$ cat config.mk
export PLATFORM = sky130hd
export DESIGN_NAME = dbg_halt_csr
export DESIGN_NICKNAME = d
export VERILOG_FILES = /design/src/rtl/dhc_pkg.sv /design/src/rtl/dhc_rst_sync.sv /design/src/rtl/dhc_sticky.sv /design/src/rtl/dhc_ctrl.sv /design/src/rtl/dbg_halt_csr.sv
export SDC_FILE = /design/constraint.sdc
export NUM_CORES = 1
export LEC_CHECK = 0
export BUFFER_PORTS_ARGS = -buffer_cell sky130_fd_sc_hd__clkbuf_2
export CAP_MARGIN = 20
export CORE_MARGIN = 2
export CORE_UTILIZATION = 32
export DETAILED_ROUTE_END_ITERATION = 6
export PLACE_DENSITY_LB_ADDON = 0.15
export SLEW_MARGIN = 20
export SYNTH_ARGS = -nofsm -noshare
export SYNTH_HDL_FRONTEND = slang
export SYNTH_HIERARCHICAL = 1
export SYNTH_SLANG_ARGS = --single-unit
export TNS_END_PERCENT = 20
$ cat constraint.sdc
create_clock -name clk -period 1 [get_ports clk]
set_clock_uncertainty 0.2 [all_clocks]
set_input_delay 0.1 -clock clk [delete_from_list [all_inputs] [get_ports clk]]
set_output_delay 0.1 -clock clk [all_outputs]
set_load 0.05 [all_outputs]
$ cat src/rtl/dhc_pkg.sv
package dhc_pkg;
  localparam int unsigned DATA_W    = 32;
  localparam int unsigned KEY_W     = 16;
  localparam logic [KEY_W-1:0] WR_KEY = 16'hA05F;

  // Bit positions decoded by debugger software
  localparam int unsigned B_EN      = 0;
  localparam int unsigned B_HALT    = 1;
  localparam int unsigned B_STEP    = 2;
  localparam int unsigned B_MASK    = 3;
  localparam int unsigned B_SNAP    = 5;
  localparam int unsigned B_XFER    = 16;
  localparam int unsigned B_HALTED  = 17;
  localparam int unsigned B_SLEEP   = 18;
  localparam int unsigned B_LOCK    = 19;
  localparam int unsigned B_RETIRE  = 24;
  localparam int unsigned B_CRST    = 25;

  // Sticky flag indices
  localparam int unsigned N_STICKY  = 2;
  localparam int unsigned S_RETIRE  = 0;
  localparam int unsigned S_CRST    = 1;

  typedef struct packed {
    logic snap;
    logic mask;
    logic step;
    logic halt;
    logic en;
  } ctl_t;
endpackage

$ cat src/rtl/dhc_rst_sync.sv
module dhc_rst_sync #(
  parameter int unsigned STAGES = 2
) (
  input  logic clk,
  input  logic rst_n,
  output logic rst_sync_n
);
  logic [STAGES-1:0] chain_q;

  always_ff @(posedge clk or negedge rst_n) begin
    if (!rst_n) chain_q <= '0;
    else        chain_q <= {chain_q[STAGES-2:0], 1'b1};
  end

  assign rst_sync_n = chain_q[STAGES-1];
endmodule

$ cat src/rtl/dhc_sticky.sv
module dhc_sticky #(
  parameter int unsigned N = 2
) (
  input  logic         clk,
  input  logic         rst_n,
  input  logic [N-1:0] set_i,
  input  logic         clr_i,
  output logic [N-1:0] flag_o
);
  for (genvar i = 0; i < N; i++) begin : g_flag
    logic q, d, ce;

    always_comb begin
      ce = set_i[i] | clr_i;
      d  = set_i[i];          // set wins over clear
    end

    always_ff @(posedge clk or negedge rst_n) begin
      if (!rst_n)  q <= 1'b0;
      else if (ce) q <= d;
    end

    assign flag_o[i] = q;

    // a set is never lost
    p_set_wins_r9: assert property (@(posedge clk) disable iff (!rst_n)
      set_i[i] |=> flag_o[i]);
    // read clears when no new set arrives
    p_clr_on_read_r8: assert property (@(posedge clk) disable iff (!rst_n)
      (clr_i && !set_i[i]) |=> !flag_o[i]);
  end
endmodule

$ cat src/rtl/dhc_ctrl.sv
module dhc_ctrl
  import dhc_pkg::*;
(
  input  logic              clk,
  input  logic              rst_n,
  input  logic              wr_i,
  input  logic              from_dbg_i,
  input  logic [KEY_W-1:0]  key_i,
  input  logic [5:0]        wbits_i,
  input  logic              core_rst_i,
  input  logic              halt_evt_i,
  input  logic              core_halted_i,
  output ctl_t              ctl_o
);
  ctl_t q, d;
  logic key_ok, ce;

  always_comb begin
    key_ok = wr_i && (key_i == WR_KEY);
    d = q;
    if (key_ok) begin
      if (from_dbg_i) d.en = wbits_i[B_EN];
      d.halt = wbits_i[B_HALT];
      if (core_halted_i) begin
        d.step = wbits_i[B_STEP];
        d.mask = wbits_i[B_MASK];
      end
      d.snap = wbits_i[B_SNAP] & q.en & q.halt;
    end
    if (halt_evt_i) d.halt = 1'b1;
    if (core_rst_i) d.halt = 1'b0;
    ce = key_ok | halt_evt_i | core_rst_i;
  end

  always_ff @(posedge clk or negedge rst_n) begin
    if (!rst_n)  q <= '0;
    else if (ce) q <= d;
  end

  assign ctl_o = q;

  p_nokey_hold_r2: assert property (@(posedge clk) disable iff (!rst_n)
    (!(wr_i && key_i == WR_KEY) && !halt_evt_i && !core_rst_i) |=> $stable(ctl_o));
  p_en_core_hold_r3: assert property (@(posedge clk) disable iff (!rst_n)
    (!from_dbg_i) |=> $stable(ctl_o.en));
  p_halt_clr_r5: assert property (@(posedge clk) disable iff (!rst_n)
    core_rst_i |=> !ctl_o.halt);
  p_halt_evt_r5: assert property (@(posedge clk) disable iff (!rst_n)
    (halt_evt_i && !core_rst_i) |=> ctl_o.halt);
  p_run_hold_r6: assert property (@(posedge clk) disable iff (!rst_n)
    (!core_halted_i) |=> ($stable(ctl_o.step) && $stable(ctl_o.mask)));
  p_snap_guard_r7: assert property (@(posedge clk) disable iff (!rst_n)
    $rose(ctl_o.snap) |-> $past(ctl_o.en && ctl_o.halt));
endmodule

$ cat src/rtl/dbg_halt_csr.sv
module dbg_halt_csr
  import dhc_pkg::*;
(
  input  logic              clk,
  input  logic              rst_n,
  input  logic              reg_wr,
  input  logic              reg_rd,
  input  logic              reg_from_dbg,
  input  logic [DATA_W-1:0] reg_wdata,
  output logic [DATA_W-1:0] reg_rdata,
  input  logic              core_rst,
  input  logic              core_halt_evt,
  input  logic              core_retired,
  input  logic              core_halted,
  input  logic              core_sleeping,
  input  logic              core_lockup,
  input  logic              core_xfer_done,
  output logic              halt_req_o,
  output logic              step_o,
  output logic              mask_irq_o,
  output logic              snap_o
);
  logic                rst_q_n;
  ctl_t                ctl;
  logic [N_STICKY-1:0] stk_set, stk;
  logic                unused_wbits;

  assign unused_wbits = ^{reg_wdata[15:6], reg_wdata[4]};

  dhc_rst_sync #(.STAGES(2)) u_rst (
    .clk        (clk),
    .rst_n      (rst_n),
    .rst_sync_n (rst_q_n)
  );

  dhc_ctrl u_ctrl (
    .clk           (clk),
    .rst_n         (rst_q_n),
    .wr_i          (reg_wr),
    .from_dbg_i    (reg_from_dbg),
    .key_i         (reg_wdata[DATA_W-1:DATA_W-KEY_W]),
    .wbits_i       (reg_wdata[5:0]),
    .core_rst_i    (core_rst),
    .halt_evt_i    (core_halt_evt),
    .core_halted_i (core_halted),
    .ctl_o         (ctl)
  );

  always_comb begin
    stk_set           = '0;
    stk_set[S_RETIRE] = core_retired;
    stk_set[S_CRST]   = core_rst;
  end

  dhc_sticky #(.N(N_STICKY)) u_stk (
    .clk    (clk),
    .rst_n  (rst_q_n),
    .set_i  (stk_set),
    .clr_i  (reg_rd),
    .flag_o (stk)
  );

  always_comb begin
    halt_req_o = ctl.en & ctl.halt;
    step_o     = ctl.en & ctl.step;
    mask_irq_o = ctl.en & ctl.mask;
    snap_o     = ctl.en & ctl.snap;
  end

  always_comb begin
    reg_rdata           = '0;
    reg_rdata[B_EN]     = ctl.en;
    reg_rdata[B_HALT]   = ctl.halt;
    reg_rdata[B_STEP]   = ctl.step;
    reg_rdata[B_MASK]   = ctl.mask;
    reg_rdata[B_SNAP]   = ctl.snap;
    reg_rdata[B_XFER]   = core_xfer_done;
    reg_rdata[B_HALTED] = core_halted;
    reg_rdata[B_SLEEP]  = core_sleeping;
    reg_rdata[B_LOCK]   = core_lockup & ~core_halted;
    reg_rdata[B_RETIRE] = stk[S_RETIRE] & ~snap_o;
    reg_rdata[B_CRST]   = stk[S_CRST];
  end

  p_gate_r4: assert property (@(posedge clk) disable iff (!rst_q_n)
    (!reg_rdata[B_EN]) |-> !(halt_req_o || step_o || mask_irq_o || snap_o));
  p_snap_retire_r9: assert property (@(posedge clk) disable iff (!rst_q_n)
    snap_o |-> !reg_rdata[B_RETIRE]);
  p_lock_halted_r10: assert property (@(posedge clk) disable iff (!rst_q_n)
    core_halted |-> !reg_rdata[B_LOCK]);
  p_rsvd_zero_r11: assert property (@(posedge clk) disable iff (!rst_q_n)
    (reg_rdata[31:26] == '0) && (reg_rdata[23:20] == '0) &&
    (reg_rdata[15:6] == '0) && !reg_rdata[4]);
endmodule

Word-level counts from Yosys, hierarchy flattened
Cells that the tools add are included.
Cells by class
  eq/ne operators: 1
  muxes and demuxes: 4
  bitwise gates (word level): 14
  reductions and logical operators: 6
Operators with widths (count)
  $eq A16 B16 Y1 const B: 1
  $and A1 B1 Y1: 8
  $reduce_and A3 Y1: 2
  $or A1 B1 Y1: 4
  $reduce_and A2 Y1: 2
  $mux W1: 3
  $reduce_bool A3 Y1: 1
  $mux W2: 1
  $not A1 Y1: 2
  $logic_and A1 B1 Y1: 1
Word-level totals
  flip-flop bits (word level): 9
  output and inout bits: 36
  word-level logic and storage cells: 33

Logic depth before layout (Yosys ltp)
Gate-level depths: netlist of run 1.
  depth in word-level cells: 5
  mapped depth: 4
  gate-level depth less buffers: 4

Cells and area by module
Netlist of run 1, hierarchy kept.
By module, submodules not included
  dhc_ctrl: instances 1, cells each 24, area an instance 299.0 µm²
  dbg_halt_csr: instances 1, cells each 31, area an instance 222.7 µm²
  dhc_sticky: instances 1, cells each 7, area an instance 83.8 µm²
  dhc_rst_sync: instances 1, cells each 3, area an instance 53.8 µm²

Worst setup path after synthesis of run 1
Ideal clock, no wire load.
  path type: register to output
  start point: register u_ctrl.q, in the netlist u_ctrl/ctl_o[0]
  end point: output reg_rdata[24]
  arrival time: 1438 ps
  setup slack: -738 ps
  cell stages (with the launch flop): 2
  path through: dfrtp_1 > a21boi_1
Between the ends
  cells in the longest elaborated chain, start to end: 3
Ends and longest elaborated chain
  start, declared: RTL line dhc_ctrl.sv:15  | ctl_t q, d;
  start signal, assigned: RTL line dhc_ctrl.sv:36  | if (!rst_n) q <= '0;
  start signal, assigned: RTL line dhc_ctrl.sv:37  | else if (ce) q <= d;
  $and A1 B1 Y1: RTL line dbg_halt_csr.sv:67  | snap_o = ctl.en & ctl.snap;
  $not A1 Y1: RTL line dbg_halt_csr.sv:81  | reg_rdata[B_RETIRE] = stk[S_RETIRE] & ~snap_o;
  $and A1 B1 Y1: RTL line dbg_halt_csr.sv:81
  end, declared: RTL line dbg_halt_csr.sv:10  | output logic [DATA_W-1:0] reg_rdata,
Every way passes these cells.

Worst setup path after layout of run 1
  start point: input reg_wdata[24]
  end point: register u_ctrl.q, in the netlist u_ctrl/ctl_o[2]
Between the ends
  cells in the longest elaborated chain, start to end: 5
Ends and longest elaborated chain
  start, declared: RTL line dbg_halt_csr.sv:9  | input logic [DATA_W-1:0] reg_wdata,
  $eq A16 B16 Y1 *: RTL line dhc_ctrl.sv:19  | key_ok = wr_i && (key_i == WR_KEY);
  $logic_and A1 B1 Y1 *: RTL line dhc_ctrl.sv:19
  $or A1 B1 Y1 (2 in a row): RTL line dhc_ctrl.sv:32  | ce = key_ok | halt_evt_i | core_rst_i;
  $reduce_and A3 Y1 (no line) *
Every way passes the cells marked *; elsewhere a longest branch is shown, timed or not.
A chain may end at the register's enable or synchronous reset.

==> flow_summary.ini, run 1 <==
[floorplanning]
core.rowCount = 16
die_area_sq_um = 2440
die_w_um = 49.4
core_area_sq_um = 1960
die_h_um = 49.4
initial_utilization = 0.336
io_pins = 80

[pwr]
p_total_mw = 1.01
leakagePower_nw = 0.571
pwr_density_cell_nw_per_um2 = 994
worst_ir_drop_vdd_v = 0.000739

[worst_setup_path]
path_class = in -> reg
r2r.worst_path.cells = 2
r2r-end = u_ctrl/ctl_o[4]$_DFFE_PN0P_
cpPeakStageDelay_ns = 0.53
cp_top_family = simple AND/OR/NAND/NOR gates
path_depth = 5
r2r_slack_ns = -0.20
path_cells = clkbuf_2 -> or4_4 -> nor3_4 -> nand3_2 -> mux2_1
cp.buffers_inverters = 1
crit_slowest_cell = or4_4
startpoint_type = input pin
cp.required_ns = 0.93
arrival_ns = 1.35
timing.rr.start = u_ctrl/ctl_o[0]$_DFFE_PN0P_
cp_max_fo = 4
endpoint_kind = flip-flop

[place]
place_area_sq_um = 837
hpwl_um = 1100
gp_congestion = 0.706
dp.cells = 135
io_buffers = 43

[synthesis]
synth_top_area_cell = dfrtp_1
syn-cell-area_sq_um = 659
synth_warnings = 6
syn_inst = 65
synthTopCellsByArea = dfrtp_1 34%, buf_4 30%, mux2_1 6.8%, and2_1 3.8%, nor3b_4 2.8%
ys_ff_latch = 9
yosysUniqueCellTypes = 23
synth_top_cell_area_share = 0.342
ys_seq_area_frac = 0.342
syn_area_per_cell_sq_um = 10.1

[hold_path]
whs_endpoint = u_ctrl/ctl_o[0]$_DFFE_PN0P_
min-delay-start = reg_wdata[0]
min_path_cells = 2
min_path_type = in -> reg

[sta]
setup_tns_ns = -4.67
period_minus_slack_ns = 1.42
whs_ns = -0.147
rsz0062_at_grt = true
fmax_mhz = 704
drv_slew = 0
period_share = 1.42
hold_violations = 12
setup_viol = 16
fin_ws_ns = -0.421

[cells_and_area]
syn_to_final_growth_pct = 54.8
instances_no_fill = 143
mostFrequentLayoutCells = 32 x clkbuf_2, 22 x conb_1, 7 x buf_8, 7 x dfrtp_1, 6 x buf_4
design_area_sq_um = 1020
layout_commonest_cell = clkbuf_2
diodes = 0
layout-drive-gt1-share = 0.569
final_nets = 161

[routing]
drt_drc_violations_left = 0
vias = 569
first_iter_violations = 0
drt-wirelength-per-cell_um = 9.31
drt_pass1_iterations = 1
via_per_inst = 3.98
wirelength_um = 1330
postRouteAntennaNets = 0

[clock_network]
cts_setup_buffers = 0
cts-root-buf = clkbuf_4
cts_tree = yes
clk_pin_slew_ns = 0.06
hold_buffers = 4
cts_buffer_depth = 2
cts_inserted_buffers = 3
clock_latency_ns = 0.25
cts_sinks = 9
htree_levels = 1

[global_route]
grt_util_all_layers = 0.115
grt_pass1_vias = 534
grt_pass1_wl_um = 2130
gr-total-overflow = 0
grt_max_degree = 9
antenna_found_initial = 0

[status]
outcome = finished, violations left
violations = negative hold slack, negative setup slack

[flow_run]
maxCapViolCount = 0
[power by group]
group | switching [mW] | leakage, nW | total, mW | internal (mW)
Sequential | 0.0126 | 0.111 | 0.389 | 0.376
Combinational | 0.257 | 0.445 | 0.357 | 0.100
Clock | 0.115 | 0.0150 | 0.268 | 0.153
Total | 0.385 | 0.571 | 1.01 | 0.629
[layer usage]
layer | vias to the layer above | GRT usage | routed length, um
met1 | 252 | 0.116 | 460
met2 | 38 | 0.198 | 722
met5 | - | 0 | 0
li1 | 275 | - | -
met3 | 4 | 0.0460 | 132
met4 | 0 | 0.0648 | 17
[cell usage after synthesis]
cell        n
nand2_1     1
nor4_1      1
a21o_1      2
inv_1       1
nor2b_1     1
or4_4       1
nor3_1      2
buf_4      26
dfrtp_1     9
nor2_1      1
a21boi_1    1
nand3_1     1
nor3b_4     1
nand3b_1    1
conb_1      2
nand4_1     1
and2_1      4
and3_1      1
mux2_1      4
nand3_2     1
nor3_4      1
and3_2      1
nand4bb_2   1
[through the flow]
stage | utilization | setup slack (ns)
after floorplan | - | -0.550
after detailed placement | 0.427 | -0.697
after CTS | 0.509 | -0.419
after global routing | 0.520 | -0.442
final | 0.520 | -0.421
after global placement | 0.427 | -0.673
[state kept, by name (all words and copies together) (netlist names)]
signal,cells
u_stk/g_flag.q,2
u_rst/chain_q,2
u_ctrl/ctl_o,5
[what timing repair did]
action                                 CTS  global route
endpoints found under the hold margin   16            12
gates resized for setup                 24            12
pin swaps                                3             0
setup endpoints to repair               16            16
[kinds of logic after synthesis]
kind of cell | count (synthesis) | share of synthesized area
other | 2 | 0.0114
AND/OR/NAND/NOR | 20 | 0.243
AO/OA/AOI/OAI | 3 | 0.0342
flip-flops | 9 | 0.342
multiplexers | 4 | 0.0683
buffers and inverters | 27 | 0.302
[worst max-delay path by stage]
stage | start | slack, ns | to
5_1_grt | reg_wdata[24] | -0.44 | u_ctrl/ctl_o[2]$_DFFE_PN0P_
3_5_place_dp | reg_wdata[24] | -0.70 | u_ctrl/ctl_o[3]$_DFFE_PN0P_
2_1_floorplan | reg_wdata[24] | -0.55 | u_ctrl/ctl_o[2]$_DFFE_PN0P_
4_1_cts | reg_wdata[24] | -0.42 | u_ctrl/ctl_o[3]$_DFFE_PN0P_
6_report | reg_wdata[24] | -0.42 | u_ctrl/ctl_o[2]$_DFFE_PN0P_
3_3_place_gp | reg_wdata[24] | -0.67 | u_ctrl/ctl_o[2]$_DFFE_PN0P_
[area by class of cell]
cell class | count | area, sq um
Fill cell | 187 | 941
Timing Repair Buffer | 53 | 400
Multi-Input combinational cell | 49 | 329
Sequential cell | 9 | 228
Tap cell | 27 | 33.8
Clock buffer | 4 | 26.3
Inverter | 1 | 3.75
(Power assumes the default switching activity.)
==> run 2: changes to the inputs <==
Settings changed: CORE_UTILIZATION 32 to 33, CTS_BUF_LIST set to sky130_fd_sc_hd__clkbuf_2 sky130_fd_sc_hd__clkbuf_4 sky130_fd_sc_hd__clkbuf_8.
==> run 2 against run 1 <==
Compared with the run above: the flow still finishes with violations (negative hold slack, negative setup slack); global-route usage decreased by 0.13 points; clock power up 14%; final cell count is 0.70% lower; non-clock buffer count shrank 1; fmax is 0.21% lower; critical endpoint is now u_ctrl/ctl_o[3]$_DFFE_PN0P_.
==> flow_summary.ini, run 2 (synthesized netlist as in run 1, its figures left out) <==
[global_route]
grt_util_all_layers = 0.113
gr-total-overflow = 0
grt_max_degree = 9
antenna_found_initial = 0
grt_pass1_vias = 493
grt_pass1_wl_um = 2060

[floorplanning]
core_area_sq_um = 1920
core.rowCount = 16
die_h_um = 48.7
die_w_um = 48.7
initial_utilization = 0.343
io_pins = 80
die_area_sq_um = 2370

[worst_setup_path]
cp_max_fo = 5
r2r.worst_path.cells = 2
crit_slowest_cell = or4_4
cpPeakStageDelay_ns = 0.53
arrival_ns = 1.37
path_depth = 5
startpoint_type = input pin
cp.required_ns = 0.94
r2r-end = u_ctrl/ctl_o[4]$_DFFE_PN0P_
crit_start = reg_wdata[24]
endpoint_kind = flip-flop
cp.buffers_inverters = 1
path_cells = clkbuf_2 -> or4_4 -> nor3_4 -> nand3_2 -> mux2_4
cp-endpoint = u_ctrl/ctl_o[3]$_DFFE_PN0P_
cp_top_family = simple AND/OR/NAND/NOR gates
r2r_slack_ns = -0.22
timing.rr.start = u_ctrl/ctl_o[0]$_DFFE_PN0P_
path_class = in -> reg

[clock_network]
cts-root-buf = clkbuf_4
clk_pin_slew_ns = 0.06
hold_buffers = 5
cts_sinks = 9
clock_latency_ns = 0.25
cts_buffer_depth = 2
htree_levels = 1
cts_inserted_buffers = 3
cts_tree = yes

[routing]
vias = 567
first_iter_violations = 5
drt-wirelength-per-cell_um = 9.46
drt_pass1_iterations = 2
drt_drc_violations_left = 0
wirelength_um = 1340
via_per_inst = 3.99
postRouteAntennaNets = 0

[status]
outcome = finished, violations left
violations = negative hold slack, negative setup slack

[sta]
fin_ws_ns = -0.424
hold_violations = 10
setup_tns_ns = -4.67
rsz0062_at_grt = true
period_share = 1.42
period_minus_slack_ns = 1.42
fmax_mhz = 702
setup_viol = 16
drv_slew = 0
whs_ns = -0.142

[cells_and_area]
largest_register_ffs = 5
layout-drive-gt1-share = 0.548
instances_no_fill = 142
diodes = 0
final_nets = 160
layout_commonest_cell = clkbuf_2
mostFrequentLayoutCells = 32 x clkbuf_2, 22 x conb_1, 8 x buf_8, 8 x dfrtp_1
syn_to_final_growth_pct = 55.0
fin_util = 0.532

[pwr]
p_total_mw = 1.05
worst_ir_drop_vdd_v = 0.000702
pwr_density_cell_nw_per_um2 = 1030
leakagePower_nw = 0.577

[place]
gp_congestion = 0.649
io_buffers = 43
hpwl_um = 1010
dp.cells = 132

[flow_run]
maxCapViolCount = 0

[hold_path]
min_path_type = in -> reg
==> run 2: cell count changes in the layout (fill, tap and decap cells not counted), sizes merged <==
cell	delta
dlymetal6s4s	+1
buf	-2
==> run 2: area by class of cell <==
cell class              instances  area (sq um)
clock buffers                   4          30.0
well taps                      27          33.8
multi-input cells              49           327
flip-flops and latches          9           226
fillers                       180           900
repair buffers                 52           402
inverters                       1          3.75
==> run 2: worst register-to-register path, stage by stage, from the launching register on <==
cell     delay (ns)
dfrtp_2        0.46
and3_1         0.17
mux2_1         0.27
==> run 2: layer usage <==
layer	wire length, um	global-route usage	up-vias	share of wire
met5	0	0	-	0
li1	-	-	269	-
met3	146	0.0309	2	0.11
met2	660	0.187	39	0.49
met1	522	0.128	257	0.39
met4	12	0.0714	0	0.0089
==> run 2: repair_timing <==
action | in CTS | in global routing
endpoints found under the hold margin | 15 | 10
buffers inserted | 0 | 1
pin swaps | 4 | 1
setup endpoints to repair | 16 | 20
resized for setup | 24 | 13
==> run 2: worst min path at each step <==
| stage | from | to | depth (start not counted) | slack, ns |
|---|---|---|---|---|
| after global routing | reg_wdata[0] | u_ctrl/ctl_o[0]$_DFFE_PN0P_ | 2 | -0.15 |
| after floorplan | rst_n | u_rst/chain_q[0]$_DFF_PN0_ | 0 | -0.40 |
| final | reg_wdata[0] | u_ctrl/ctl_o[0]$_DFFE_PN0P_ | 2 | -0.14 |
| after global placement | rst_n | u_rst/chain_q[0]$_DFF_PN0_ | 1 | -0.31 |
| after CTS | reg_wdata[2] | u_ctrl/ctl_o[2]$_DFFE_PN0P_ | 2 | -0.15 |
| after detailed placement | rst_n | u_rst/chain_q[1]$_DFF_PN0_ | 1 | -0.31 |
==> run 2: report_power, final <==
group	internal, mW	switching [mW]	total (mW)
clock network	0.181	0.124	0.305
registers	0.376	0.0126	0.389
logic	0.103	0.258	0.361
==> run 2: stage by stage <==
stage               hold slack (ns)  instance area [sq um]  worst slack [ns]
finish                       -0.142                   1020            -0.424
CTS                          -0.152                    991            -0.414
detailed placement           -0.314                    815            -0.691
global placement             -0.314                    815            -0.684
floorplan                    -0.396                    738            -0.550
global route                 -0.145                   1020            -0.488
==> run 3: changes to the inputs <==
Settings changed: CORE_UTILIZATION 33 to 30.
Clock period 1 ns to 1.3 ns, I/O delays scaled along.
==> run 3 against run 2 <==
Compared with the run above: the run still ends with negative hold slack, negative setup slack left; combinational power decreased by 24%; count of clock-buffer cells in the layout decreased by 1; clock power decreased by 28%; highest routed layer unchanged.
==> flow_summary.ini, run 3 (synthesized netlist as in run 1, its figures left out) <==
[routing]
drt-wirelength-per-cell_um = 10.1
first_iter_violations = 1
postRouteAntennaNets = 0
drt_pass1_iterations = 3
via_per_inst = 3.99
vias = 574
drt_drc_violations_left = 0
wirelength_um = 1460

[status]
outcome = finished, violations left
violations = negative hold slack, negative setup slack

[hold_path]
min_path_type = reg -> async

[worst_setup_path]
endpoint_kind = flip-flop
path_cells = clkbuf_2 -> or4_4 -> nor3_4 -> nand3_2 -> mux2_4
cp.buffers_inverters = 1
startpoint_type = input pin
cp_top_family = simple AND/OR/NAND/NOR gates
path_class = in -> reg
crit_slowest_cell = or4_4
arrival_ns = 1.41
cpPeakStageDelay_ns = 0.53
cp.required_ns = 1.25
cp_max_fo = 4

[clock_network]
htree_levels = 1
cts-root-buf = clkbuf_4
cts_setup_buffers = 0
hold_buffers = 9
cts_sinks = 9
clk_pin_slew_ns = 0.07
cts_inserted_buffers = 3
cts_tree = yes
clock_latency_ns = 0.26
cts_buffer_depth = 2

[global_route]
grt_util_all_layers = 0.123
antenna_found_initial = 0
grt_pass1_vias = 537
grt_pass1_wl_um = 2280
grt_max_degree = 9
gr-total-overflow = 0

[floorplanning]
die_w_um = 50.9
die_h_um = 50.9
io_pins = 80
initial_utilization = 0.326
die_area_sq_um = 2590
core.rowCount = 16
core_area_sq_um = 2020

[flow_run]
maxCapViolCount = 0

[sta]
rsz0062_at_grt = true
fmax_mhz = 680
setup_viol = 10
drv_slew = 0
period_minus_slack_ns = 1.47
period_share = 1.13
fin_ws_ns = -0.170
hold_violations = 7
whs_ns = -0.0814

[place]
hpwl_um = 1150
gp_congestion = 0.618
io_buffers = 43
pre_cts_ws_ns = -0.443

[cells_and_area]
largest_register_ffs = 5
layout-drive-gt1-share = 0.530
mostFrequentLayoutCells = 34 x clkbuf_2, 22 x conb_1, 9 x dlygate4sd3_1
final_nets = 162
layout_commonest_cell = clkbuf_2
syn_to_final_growth_pct = 52.4
diodes = 0

[pwr]
internal_power_uw = 478
swShare = 0.396
pwr_density_cell_nw_per_um2 = 787
power_switching_uw = 313
worst_ir_drop_vdd_v = 0.000449
seqPwrFrac = 0.377
leakagePower_nw = 0.567
p_comb_frac = 0.346
p_clk_frac = 0.278
## run 3: layer usage
layer  routed length [um]  GRT usage
met5                    0          0
met4                   19     0.0856
met3                  117     0.0292
met2                  776      0.204
met1                  542      0.139
## run 3: worst reg2reg max path, stage by stage, from the launching register on
cell,delay (ns)
dfrtp_2,0.47
and3_1,0.17
mux2_4,0.26
## run 3: power by group through the flow
| stage | combinational [mW] | sequential, mW | clock [mW] |
|---|---|---|---|
| 2_1_floorplan | 0.255 | 0.308 | 0 |
| 3_3_place_gp | 0.244 | 0.303 | 0 |
| 3_5_place_dp | 0.245 | 0.304 | 0 |
| 4_1_cts | 0.270 | 0.298 | 0.238 |
| 5_1_grt | 0.289 | 0.301 | 0.255 |
| 6_report | 0.273 | 0.298 | 0.220 |
## run 3: final cells by class
type	count	area, sq um
Inverter	1	3.75
Sequential cell	9	226
Clock inverter	1	5.00
Tap cell	27	33.8
Fill cell	203	1020
Multi-Input combinational cell	49	332
Timing Repair Buffer	54	382
Clock buffer	3	22.5
## run 3: path summary, 6_finish.rpt
path	cells past startpoint	end	from	slack, ns
worst max register to register	2	u_ctrl/ctl_o[4]$_DFFE_PN0P_	u_ctrl/ctl_o[0]$_DFFE_PN0P_	0.09
worst max-delay path	5	u_ctrl/ctl_o[3]$_DFFE_PN0P_	reg_wdata[24]	-0.17
worst min register to register	0	u_ctrl/ctl_o[2]$_DFFE_PN0P_	u_rst/chain_q[1]$_DFF_PN0_	-0.08
min in group clk	3	u_ctrl/ctl_o[2]$_DFFE_PN0P_	core_halted	0.04
max in group asynchronous	3	u_rst/chain_q[0]$_DFF_PN0_	rst_n	0.23
worst min-delay path	0	u_ctrl/ctl_o[2]$_DFFE_PN0P_	u_rst/chain_q[1]$_DFF_PN0_	-0.08
## run 3: stage by stage
step | cells | cell area [sq um] | utilization | total power, mW | TNS, ns
after floorplan | 85 | 738 | - | 0.563 | -2.31
after global placement | 131 | 807 | 0.399 | 0.547 | -1.97
after detailed placement | 131 | 807 | 0.399 | 0.549 | -2.12
after CTS | 144 | 993 | 0.491 | 0.807 | -1.29
after global routing | 144 | 1000 | 0.497 | 0.845 | -1.65
final | 144 | 1000 | 0.497 | 0.791 | -1.26
## run 3: repair_timing
action / 4_1_cts / 5_1_grt
setup endpoints to repair: 13 / 13
resized for setup: 18 / 7
cloned: 0 / 0
pin swaps: 2 / 1
hold endpoints to repair: 15 / 7
